`src/rtl/wdog_pkg.sv`:
```
package wdog_pkg;
  localparam int CNT_W  = 16;
  localparam int DIV_W  = 16;
  localparam int PS_W   = 4;
  localparam int MODE_W = 2;
  localparam logic [MODE_W-1:0] MODE_WATCHDOG = 2'd3;

  typedef struct packed {
    logic              en;
    logic [MODE_W-1:0] mode;
    logic [PS_W-1:0]   ps;
  } ctrl_t;

  // Last divider phase for a prescale code: period 1 for code 0,
  // 2^(code+1) otherwise.
  function automatic logic [DIV_W-1:0] ps_last(input logic [PS_W-1:0] code);
    int period;
    period = (code == '0) ? 1 : (1 << (int'(code) + 1));
    return DIV_W'(period - 1);
  endfunction
endpackage

```
`src/rtl/wdog_regs.sv`:
```
module wdog_regs
  import wdog_pkg::*;
#(
  parameter int ADDR_W    = 4,
  parameter int DATA_W    = 32,
  parameter int LOAD_OFFS = 0,
  parameter int CTRL_OFFS = 8
) (
  input  logic              clk,
  input  logic              rst_n,
  input  logic [ADDR_W-1:0] addr_i,
  input  logic              we_i,
  input  logic [DATA_W-1:0] wdata_i,
  output logic [DATA_W-1:0] rdata_o,
  output logic              load_wr_o,
  output logic              ctrl_wr_o,
  output logic [CNT_W-1:0]  load_o,
  output ctrl_t             ctrl_o
);
  localparam logic [ADDR_W-1:0] A_LOAD = ADDR_W'(LOAD_OFFS);
  localparam logic [ADDR_W-1:0] A_CTRL = ADDR_W'(CTRL_OFFS);
  localparam int EN_BIT   = 7;
  localparam int MODE_LSB = 4;

  logic [CNT_W-1:0] load_q;
  ctrl_t            ctrl_q;
  logic             unused_wbits;

  assign load_wr_o = we_i && (addr_i == A_LOAD);
  assign ctrl_wr_o = we_i && (addr_i == A_CTRL);
  assign unused_wbits = ^{wdata_i[DATA_W-1:CNT_W], wdata_i[CNT_W-1:EN_BIT+1], wdata_i[6]};

  always_ff @(posedge clk or negedge rst_n) begin
    if (!rst_n) begin
      load_q <= '0;
      ctrl_q <= '0;
    end else begin
      if (load_wr_o) load_q <= wdata_i[CNT_W-1:0];
      if (ctrl_wr_o) begin
        ctrl_q.en   <= wdata_i[EN_BIT];
        ctrl_q.mode <= wdata_i[MODE_LSB +: MODE_W];
        ctrl_q.ps   <= wdata_i[PS_W-1:0];
      end
    end
  end

  always_comb begin
    rdata_o = '0;
    if (addr_i == A_LOAD) begin
      rdata_o[CNT_W-1:0] = load_q;
    end else if (addr_i == A_CTRL) begin
      rdata_o[EN_BIT]               = ctrl_q.en;
      rdata_o[MODE_LSB +: MODE_W]   = ctrl_q.mode;
      rdata_o[PS_W-1:0]             = ctrl_q.ps;
    end
  end

  assign load_o = load_q;
  assign ctrl_o = ctrl_q;

  assert_load_store_R2: assert property (@(posedge clk) disable iff (!rst_n)
    load_wr_o |=> (load_q == $past(wdata_i[CNT_W-1:0])));
  assert_ctrl_store_R3: assert property (@(posedge clk) disable iff (!rst_n)
    ctrl_wr_o |=> (ctrl_q.en == $past(wdata_i[EN_BIT])));
endmodule

```
`src/rtl/wdog_prescale.sv`:
```
module wdog_prescale
  import wdog_pkg::*;
(
  input  logic            clk,
  input  logic            rst_n,
  input  logic            en_i,
  input  logic            clr_i,
  input  logic [PS_W-1:0] ps_i,
  output logic            tick_o
);
  logic [DIV_W-1:0] div_q;

  assign tick_o = en_i && (div_q == ps_last(ps_i));

  always_ff @(posedge clk or negedge rst_n) begin
    if (!rst_n)                        div_q <= '0;
    else if (clr_i || !en_i || tick_o) div_q <= '0;
    else                               div_q <= div_q + 1'b1;
  end

  assert_fast_tick_R4: assert property (@(posedge clk) disable iff (!rst_n)
    (en_i && ps_i == '0) |-> tick_o);
  assert_no_tick_off_R8: assert property (@(posedge clk) disable iff (!rst_n)
    !en_i |-> !tick_o);
endmodule

```
`src/rtl/wdog_counter.sv`:
```
module wdog_counter
  import wdog_pkg::*;
(
  input  logic              clk,
  input  logic              rst_n,
  input  logic              load_wr_i,
  input  logic [CNT_W-1:0]  load_val_i,
  input  logic              tick_i,
  input  logic              en_i,
  input  logic [MODE_W-1:0] mode_i,
  output logic              rst_req_o
);
  logic [CNT_W-1:0] cnt_q;
  logic             step;
  logic             expire;
  logic             req_q;

  assign step   = tick_i && !load_wr_i && (cnt_q != '0);
  assign expire = step && (cnt_q == CNT_W'(1)) && (mode_i == MODE_WATCHDOG);

  always_ff @(posedge clk or negedge rst_n) begin
    if (!rst_n)         cnt_q <= '0;
    else if (load_wr_i) cnt_q <= load_val_i;
    else if (step)      cnt_q <= cnt_q - 1'b1;
  end

  always_ff @(posedge clk or negedge rst_n) begin
    if (!rst_n)      req_q <= 1'b0;
    else if (expire) req_q <= 1'b1;
  end

  assign rst_req_o = req_q;

  assert_expire_R5: assert property (@(posedge clk) disable iff (!rst_n)
    (tick_i && !load_wr_i && cnt_q == CNT_W'(1) && mode_i == MODE_WATCHDOG) |=> rst_req_o);
  assert_sticky_R6: assert property (@(posedge clk) disable iff (!rst_n)
    rst_req_o |=> rst_req_o);
  assert_zero_hold_R7: assert property (@(posedge clk) disable iff (!rst_n)
    (cnt_q == '0 && !load_wr_i) |=> (cnt_q == '0));
  assert_hold_off_R8: assert property (@(posedge clk) disable iff (!rst_n)
    (!en_i && !load_wr_i) |=> $stable(cnt_q));
  assert_quiet_mode_R9: assert property (@(posedge clk) disable iff (!rst_n)
    (mode_i != MODE_WATCHDOG && !rst_req_o) |=> !rst_req_o);
  assert_load_wins_R10: assert property (@(posedge clk) disable iff (!rst_n)
    load_wr_i |=> (cnt_q == $past(load_val_i)));
endmodule

```
`src/rtl/wdog_timer.sv`:
```
module wdog_timer
  import wdog_pkg::*;
#(
  parameter int ADDR_W    = 4,
  parameter int DATA_W    = 32,
  parameter int LOAD_OFFS = 0,
  parameter int CTRL_OFFS = 8
) (
  input  logic              clk,
  input  logic              rst_n,
  input  logic [ADDR_W-1:0] bus_addr,
  input  logic              bus_we,
  input  logic [DATA_W-1:0] bus_wdata,
  output logic [DATA_W-1:0] bus_rdata,
  output logic              rst_req
);
  logic             load_wr;
  logic             ctrl_wr;
  logic [CNT_W-1:0] load_val;
  ctrl_t            ctrl;
  logic             tick;

  wdog_regs #(
    .ADDR_W(ADDR_W), .DATA_W(DATA_W), .LOAD_OFFS(LOAD_OFFS), .CTRL_OFFS(CTRL_OFFS)
  ) u_regs (
    .clk(clk), .rst_n(rst_n), .addr_i(bus_addr), .we_i(bus_we),
    .wdata_i(bus_wdata), .rdata_o(bus_rdata), .load_wr_o(load_wr),
    .ctrl_wr_o(ctrl_wr), .load_o(load_val), .ctrl_o(ctrl)
  );

  wdog_prescale u_ps (
    .clk(clk), .rst_n(rst_n), .en_i(ctrl.en), .clr_i(ctrl_wr),
    .ps_i(ctrl.ps), .tick_o(tick)
  );

  wdog_counter u_cnt (
    .clk(clk), .rst_n(rst_n), .load_wr_i(load_wr),
    .load_val_i(bus_wdata[CNT_W-1:0]), .tick_i(tick), .en_i(ctrl.en),
    .mode_i(ctrl.mode), .rst_req_o(rst_req)
  );

  logic unused_load;
  assign unused_load = ^load_val;

  assert_reset_quiet_R1: assert property (@(posedge clk) disable iff (!rst_n)
    ($past(!rst_n) && !$past(bus_we)) |-> !rst_req);
endmodule

```
`config.mk`:
```
export PLATFORM = sky130hd
export DESIGN_NAME = wdog_timer
export DESIGN_NICKNAME = d
export VERILOG_FILES = /design/src/rtl/wdog_pkg.sv /design/src/rtl/wdog_regs.sv /design/src/rtl/wdog_prescale.sv /design/src/rtl/wdog_counter.sv /design/src/rtl/wdog_timer.sv
export SDC_FILE = /design/constraint.sdc
export NUM_CORES = 1
export LEC_CHECK = 0
export ABC_AREA = 0
export BUFFER_PORTS_ARGS = -buffer_cell sky130_fd_sc_hd__clkbuf_2
export CAP_MARGIN = 40
export CELL_PAD_IN_SITES_DETAIL_PLACEMENT = 0
export CELL_PAD_IN_SITES_GLOBAL_PLACEMENT = 2
export CORE_ASPECT_RATIO = 0.6
export CORE_MARGIN = 4
export CORE_UTILIZATION = 30
export DETAILED_ROUTE_END_ITERATION = 8
export GPL_TIMING_DRIVEN = 0
export PLACE_DENSITY_LB_ADDON = 0.1
export SYNTH_ARGS = -nofsm -noshare
export SYNTH_HDL_FRONTEND = slang
export SYNTH_SLANG_ARGS = --single-unit
```
`constraint.sdc`:
```
create_clock -name clk -period 3.67 [get_ports clk]
set_input_delay 0.1835 -clock clk [delete_from_list [all_inputs] [get_ports clk]]
set_output_delay 0.1835 -clock clk [all_outputs]
set_load 0.005 [all_outputs]
```
# After elaboration in Yosys (flattened, before gate mapping)
# Cells that the tools add are included.
# Widths: inputs -> output; s select.
[classes] add_sub_neg=4 n_eq_ne=4 n_shift=1 n_mux=10 n_reduce_logical=15
[op_table] op="$mux 16" n=4
[op_table] op="$shl 1x32->16 const A" n=1
[op_table] op="$add 16x1->16 const B" n=1
[op_table] op="$eq 16x1->1 const B" n=1
[op_table] op="$eq 16x16->1" n=1
[op_table] op="$reduce_bool 16->1" n=1
[op_table] op="$sub 16x1->16 const B" n=1
[op_table] op="$sub 16x2->16 const B" n=1
[op_table] op="$mux 6" n=2
[op_table] op="$logic_not 4->1" n=2
[op_table] op="$mux 8" n=1
[op_table] op="$logic_and 1x1->1" n=7
[op_table] op="$add 4x1->5 const B" n=1
[op_table] op="$eq 4x4->1 const B" n=1
[op_table] op="$mux 1" n=3
[op_table] op="$eq 2x2->1 const B" n=1
[op_table] op="$logic_not 1->1" n=2
[op_table] op="$logic_or 1x1->1" n=2
[op_table] op="$reduce_bool 2->1" n=1
[word_totals] reg_bits=56 inputBits=39 output_inout_bits=33 elab_cells=41

# Depth between registers and ports, before layout
[logic_depth] word_depth=10 ltp_mapped=15 mapped_depth_nobuf=10

# Modules after synthesis
# A second synthesis with hierarchy kept.
[hier_totals] hier_cells=385 area_unflattened_um2=3686.0
[modules_own_cells] module="wdog_prescale" n_inst=1 cells_each=172 area_each_um2=1391.3 seq_area_each_um2=400.4
[modules_own_cells] module="wdog_regs" n_inst=1 cells_each=87 area_each_um2=1194.9 seq_area_each_um2=575.6
[modules_own_cells] module="wdog_counter" n_inst=1 cells_each=126 area_each_um2=1099.8 seq_area_each_um2=425.4

# Worst setup path before layout
# OpenSTA, ideal clock, no wires.
[synth_path] path_kind="register -> register" from="reg u_regs.ctrl_q, in the netlist u_regs.ctrl_o[1]" to="reg u_cnt.cnt_q[5]" setup_time_ns=0.140 arrival_ns=3.383 required_ns=3.530 path_slack_ns=0.147 path_stages_with_launch=15 path_buffers=4 period_less_slack_ns=3.523 path_cell_list="dfrtp_1 buf_6 nor4_1 inv_1 ha_1 buf_2 or4b_1 a21oi_1 o21a_1 o221ai_1 or3_1 buf_2 clkbuf_1 o41ai_1 o211ai_1"
[synth_via] elab_chain_cells=9 elab_cells_between_ends=10 cone_classes="add/sub (2); eq/ne (1); shift (1); mux (1); reduce/logical (5)"
[synth_rtl] item="start, declared" line_no="wdog_regs.sv:26" source="ctrl_t ctrl_q;"
[synth_rtl] item="$add 4x1->5" line_no="wdog_pkg.sv:18" source="period = (code == '0) ? 1 : (1 << (int'(code) + 1));"
[synth_rtl] item="$shl 1x32->16" line_no="wdog_pkg.sv:18"
[synth_rtl] item="$mux 16 *" line_no="wdog_pkg.sv:18"
[synth_rtl] item="$sub 16x2->16 *" line_no="wdog_pkg.sv:19" source="return DIV_W'(period - 1);"
[synth_rtl] item="$eq 16x16->1 *" line_no="wdog_prescale.sv:13" source="assign tick_o = en_i && (div_q == ps_last(ps_i));"
[synth_rtl] item="$logic_and 1x1->1 *" line_no="wdog_prescale.sv:13"
[synth_rtl] item="$logic_and 1x1->1 * (2 in series)" line_no="wdog_counter.sv:18" source="assign step = tick_i && !load_wr_i && (cnt_q != '0);"
[synth_rtl] item="$reduce_bool 2->1 (no line) *"
[synth_rtl] item="end signal, assigned" line_no="wdog_counter.sv:23" source="else if (load_wr_i) cnt_q <= load_val_i;"
[synth_rtl] item="end signal, assigned" line_no="wdog_counter.sv:24" source="else if (step) cnt_q <= cnt_q - 1'b1;"
[synth_rtl] item="end, declared" line_no="wdog_counter.sv:13" source="logic [CNT_W-1:0] cnt_q;"
# Every way passes the cells marked *; elsewhere a longest branch is shown, timed or not.
# A chain may end at the register's enable or synchronous reset.

# Worst setup path in the final report
[layout_path] from="reg u_regs.ctrl_q, in the netlist u_regs.ctrl_o[1]" to="reg u_cnt.cnt_q[11]"
# Same word-level chain as after synthesis.

==> out/metrics.yaml <==
yosysSeqAreaShare: 0.3913
cts_buffers: 5
insertion_delay_ns: 0.30
numPortBuffers: 39
status: "completed"
seqPwrFrac: 0.420
synth_edf_count: 0
die_h_um: 92.63
slew_headroom: 0.4543
p_clk_frac: 0.253
combPwrFrac: 0.327
avgSynthCellArea_um2: 8.608
finalPower_w: 0.001970
drive_above_1_share: 0.2541
setup_slack_ns: 0.1378
grt_overflow_total: 0
power.leakage_nw: 1.971
coreArea_um2: 11490
h-tree-depth: 2
switching_power_w: 0.0006939
dieArea_um2: 13810
r2r_cells: 13
grt_use_total: 0.1648
worstSetupPathType: "reg2reg"
start_util: 0.3118
clockBufferDepth: 2
ys.warnings.count: 0
synth.cell_area_um2: 3581
r2r_setup_slack_ns: 0.14
holdPathStages: 3
swShare: 0.3521
slew_violations: 0
cts_tree: "built"
tightest_slew_ns: 0.8164
end_kind: "register"
nNetsFinal: 534
routed_via_density: 4.934
worstPathRequired_ns: 3.89
max_clock_freq_ghz: 0.2831
rows: 30
p_int_w: 0.001276
synthCells: 416
multiInputGateArea_um2: 2036
hp-class: "in2reg"
clk_pin_slew_ns: 0.08
grt_pass1_wl_um: 17440
dpl.hpwl_um: 8610
cts-root-buf: "clkbuf_16"
post-route-min-period_ns: 3.532
crit_arrival_ns: 3.75
drt-initial-drc-count: 252
dr.pass1.iters: 4
ant_nets: 0
vias: 3217
maxCapViolations: 0
seq_area_um2: 1403
setup_viol: 0
rsz0062_at_grt: "false"
hold_violations: 0
ir_drop_mv: 0.2141
synth_seq_cells: 56
timing.final.crit_share: 0.9624
cts_sinks: 56
ys.flop_type: "dfrtp_1"
crit_fanout: 7
diodes: 0
setup_tns_ns: 0
antenna_found_initial: 0
drt-total-wl_um: 11380
skew_ns: 0.01226
route.detailed.drc: 0
grt_max_degree: 51
final_util: 0.3882
powerDensity_nw_per_um2: 441.8
gp_congestion: 0.8415
design_area_um2: 4459
synth.distinct_cells: 65
pre_cts_slack_ns: -0.8585
placed_area_um2: 4080
async_flop_share: 1.000
syn2layout_area_growth_pct: 24.53
fill_cells: 1215
die_w_um: 149.0
grt_pass1_vias: 2906
cp-start-kind: "register"
wire_per_inst_um: 17.46
io_pins: 72
==> power by group through the flow <==
| stage | Sequential [W] | Clock (W) | Combinational (W) |
|---|---|---|---|
| 2_1_floorplan | 0.000796 | 0 | 0.000408 |
| 3_3_place_gp | 0.000833 | 0 | 0.000552 |
| 3_5_place_dp | 0.000833 | 0 | 0.000554 |
| 4_1_cts | 0.000821 | 0.000514 | 0.000583 |
| 5_1_grt | 0.000842 | 0.000546 | 0.000712 |
| 6_report | 0.000828 | 0.000499 | 0.000643 |
==> synth_stat cells, types with 3 or more instances <==
| master | count | area share |
|---|---|---|
| clkbuf_1 | 11 | 0.012 |
| a31oi_1 | 9 | 0.016 |
| nor2_1 | 40 | 0.042 |
| mux2_2 | 8 | 0.025 |
| buf_4 | 17 | 0.036 |
| xnor2_1 | 10 | 0.024 |
| dfrtp_1 | 56 | 0.39 |
| inv_1 | 12 | 0.013 |
| and3_1 | 9 | 0.016 |
| nand4_1 | 5 | 0.0087 |
| or3_1 | 10 | 0.017 |
| o41ai_1 | 3 | 0.0073 |
| o21ai_0 | 20 | 0.028 |
| buf_6 | 6 | 0.019 |
| and2_1 | 14 | 0.024 |
| nor4_1 | 4 | 0.0070 |
| nand3_1 | 8 | 0.011 |
| nand4b_1 | 3 | 0.0073 |
| o211ai_1 | 5 | 0.010 |
| nand2_1 | 75 | 0.079 |
| ha_1 | 4 | 0.014 |
| o21a_1 | 3 | 0.0063 |
| xor2_1 | 6 | 0.015 |
| a22o_1 | 7 | 0.017 |
| or4b_1 | 3 | 0.0084 |
| nor3_1 | 9 | 0.013 |
| a21oi_1 | 5 | 0.0070 |
| o311ai_0 | 4 | 0.0098 |
| buf_2 | 3 | 0.0042 |
==> cell usage in the layout (no fill, tap or decap), drive strengths merged, types with 10 or more instances in the layout <==
cell type,count
nand2,75
nor2,40
buf,42
clkbuf,54
and2,14
o21ai,20
conb,17
xnor2,10
inv,14
or3,10
dfrtp,56
==> area by class of cell <==
cell class                 count  area share
sequential                    56      0.3145
timing repair buffer          53     0.07239
tap                          160     0.04489
clock inverter                 3    0.004770
inverter                      13     0.01094
buffer                        39     0.06790
multi-input combinational    323      0.4565
clock buffer                   5     0.02806
==> cell families after synthesis <==
logic type | count (synthesis) | share of synthesized area
xor gates and xnor gates | 16 | 0.03913
other | 2 | 0.002097
muxes | 10 | 0.03075
and+or+nand+nor | 201 | 0.2862
DFF | 56 | 0.3913
adders and majority gates | 4 | 0.01398
AOI/OAI and AO/OA | 75 | 0.1475
buffers and inverters | 52 | 0.08909
==> state kept, by name, summed over array words and instances, names as in the netlist <==
register and cells:
u_cnt.cnt_q 16, u_ps.div_q 16, u_regs.load_o 16, u_regs.ctrl_o 7, u_cnt.rst_req_o 1
==> critical path, cell delays in order (launching register included) <==
cell and delay (ns):
dfrtp_2 0.45, buf_8 0.14, nor4_4 0.27, inv_1 0.07, ha_2 0.18, buf_6 0.13
or4b_4 0.52, a21oi_4 0.18, o21a_1 0.14, o221ai_2 0.12, or3_4 0.39, buf_8 0.15
or4b_4 0.54, a31oi_4 0.16
==> metrics by stage <==
stage	hold WS, ns	instances
floorplan	-0.1121	431
global placement	0.4007	630
detailed placement	0.04719	632
CTS	0.09197	644
global route	0.1105	652
finish	0.09118	652
==> layer usage <==
metal / global-route usage / up-vias / wire (um)
li1: - / 1586 / -
met1: 0.2936 / 1540 / 6611
met2: 0.1922 / 87 / 4002
met3: 0.03130 / 4 / 724
met4: 0.02513 / 0 / 45
met5: 0 / - / 0
==> final timing paths <==
path,from,to
setup / recovery,u_regs.ctrl_o[1],u_cnt.cnt_q[11]
hold / removal,bus_wdata[10],u_regs.load_o[10]
setup reg to reg,u_regs.ctrl_o[1],u_cnt.cnt_q[11]
hold reg to reg,u_cnt.rst_req_o,u_cnt.rst_req_o
max in group asynchronous,rst_n,u_regs.ctrl_o[1]
min in group asynchronous,rst_n,u_ps.div_q[9]
==> timing repair <==
action                     in CTS  in global routing
hold endpoints to repair       36                  0
setup endpoints to repair      33                 26
pin swaps                       2                 11
resized for setup              12                 24
hold buffers                    1                  0
setup buffers                   3                  8
(Power assumes the default switching activity.)
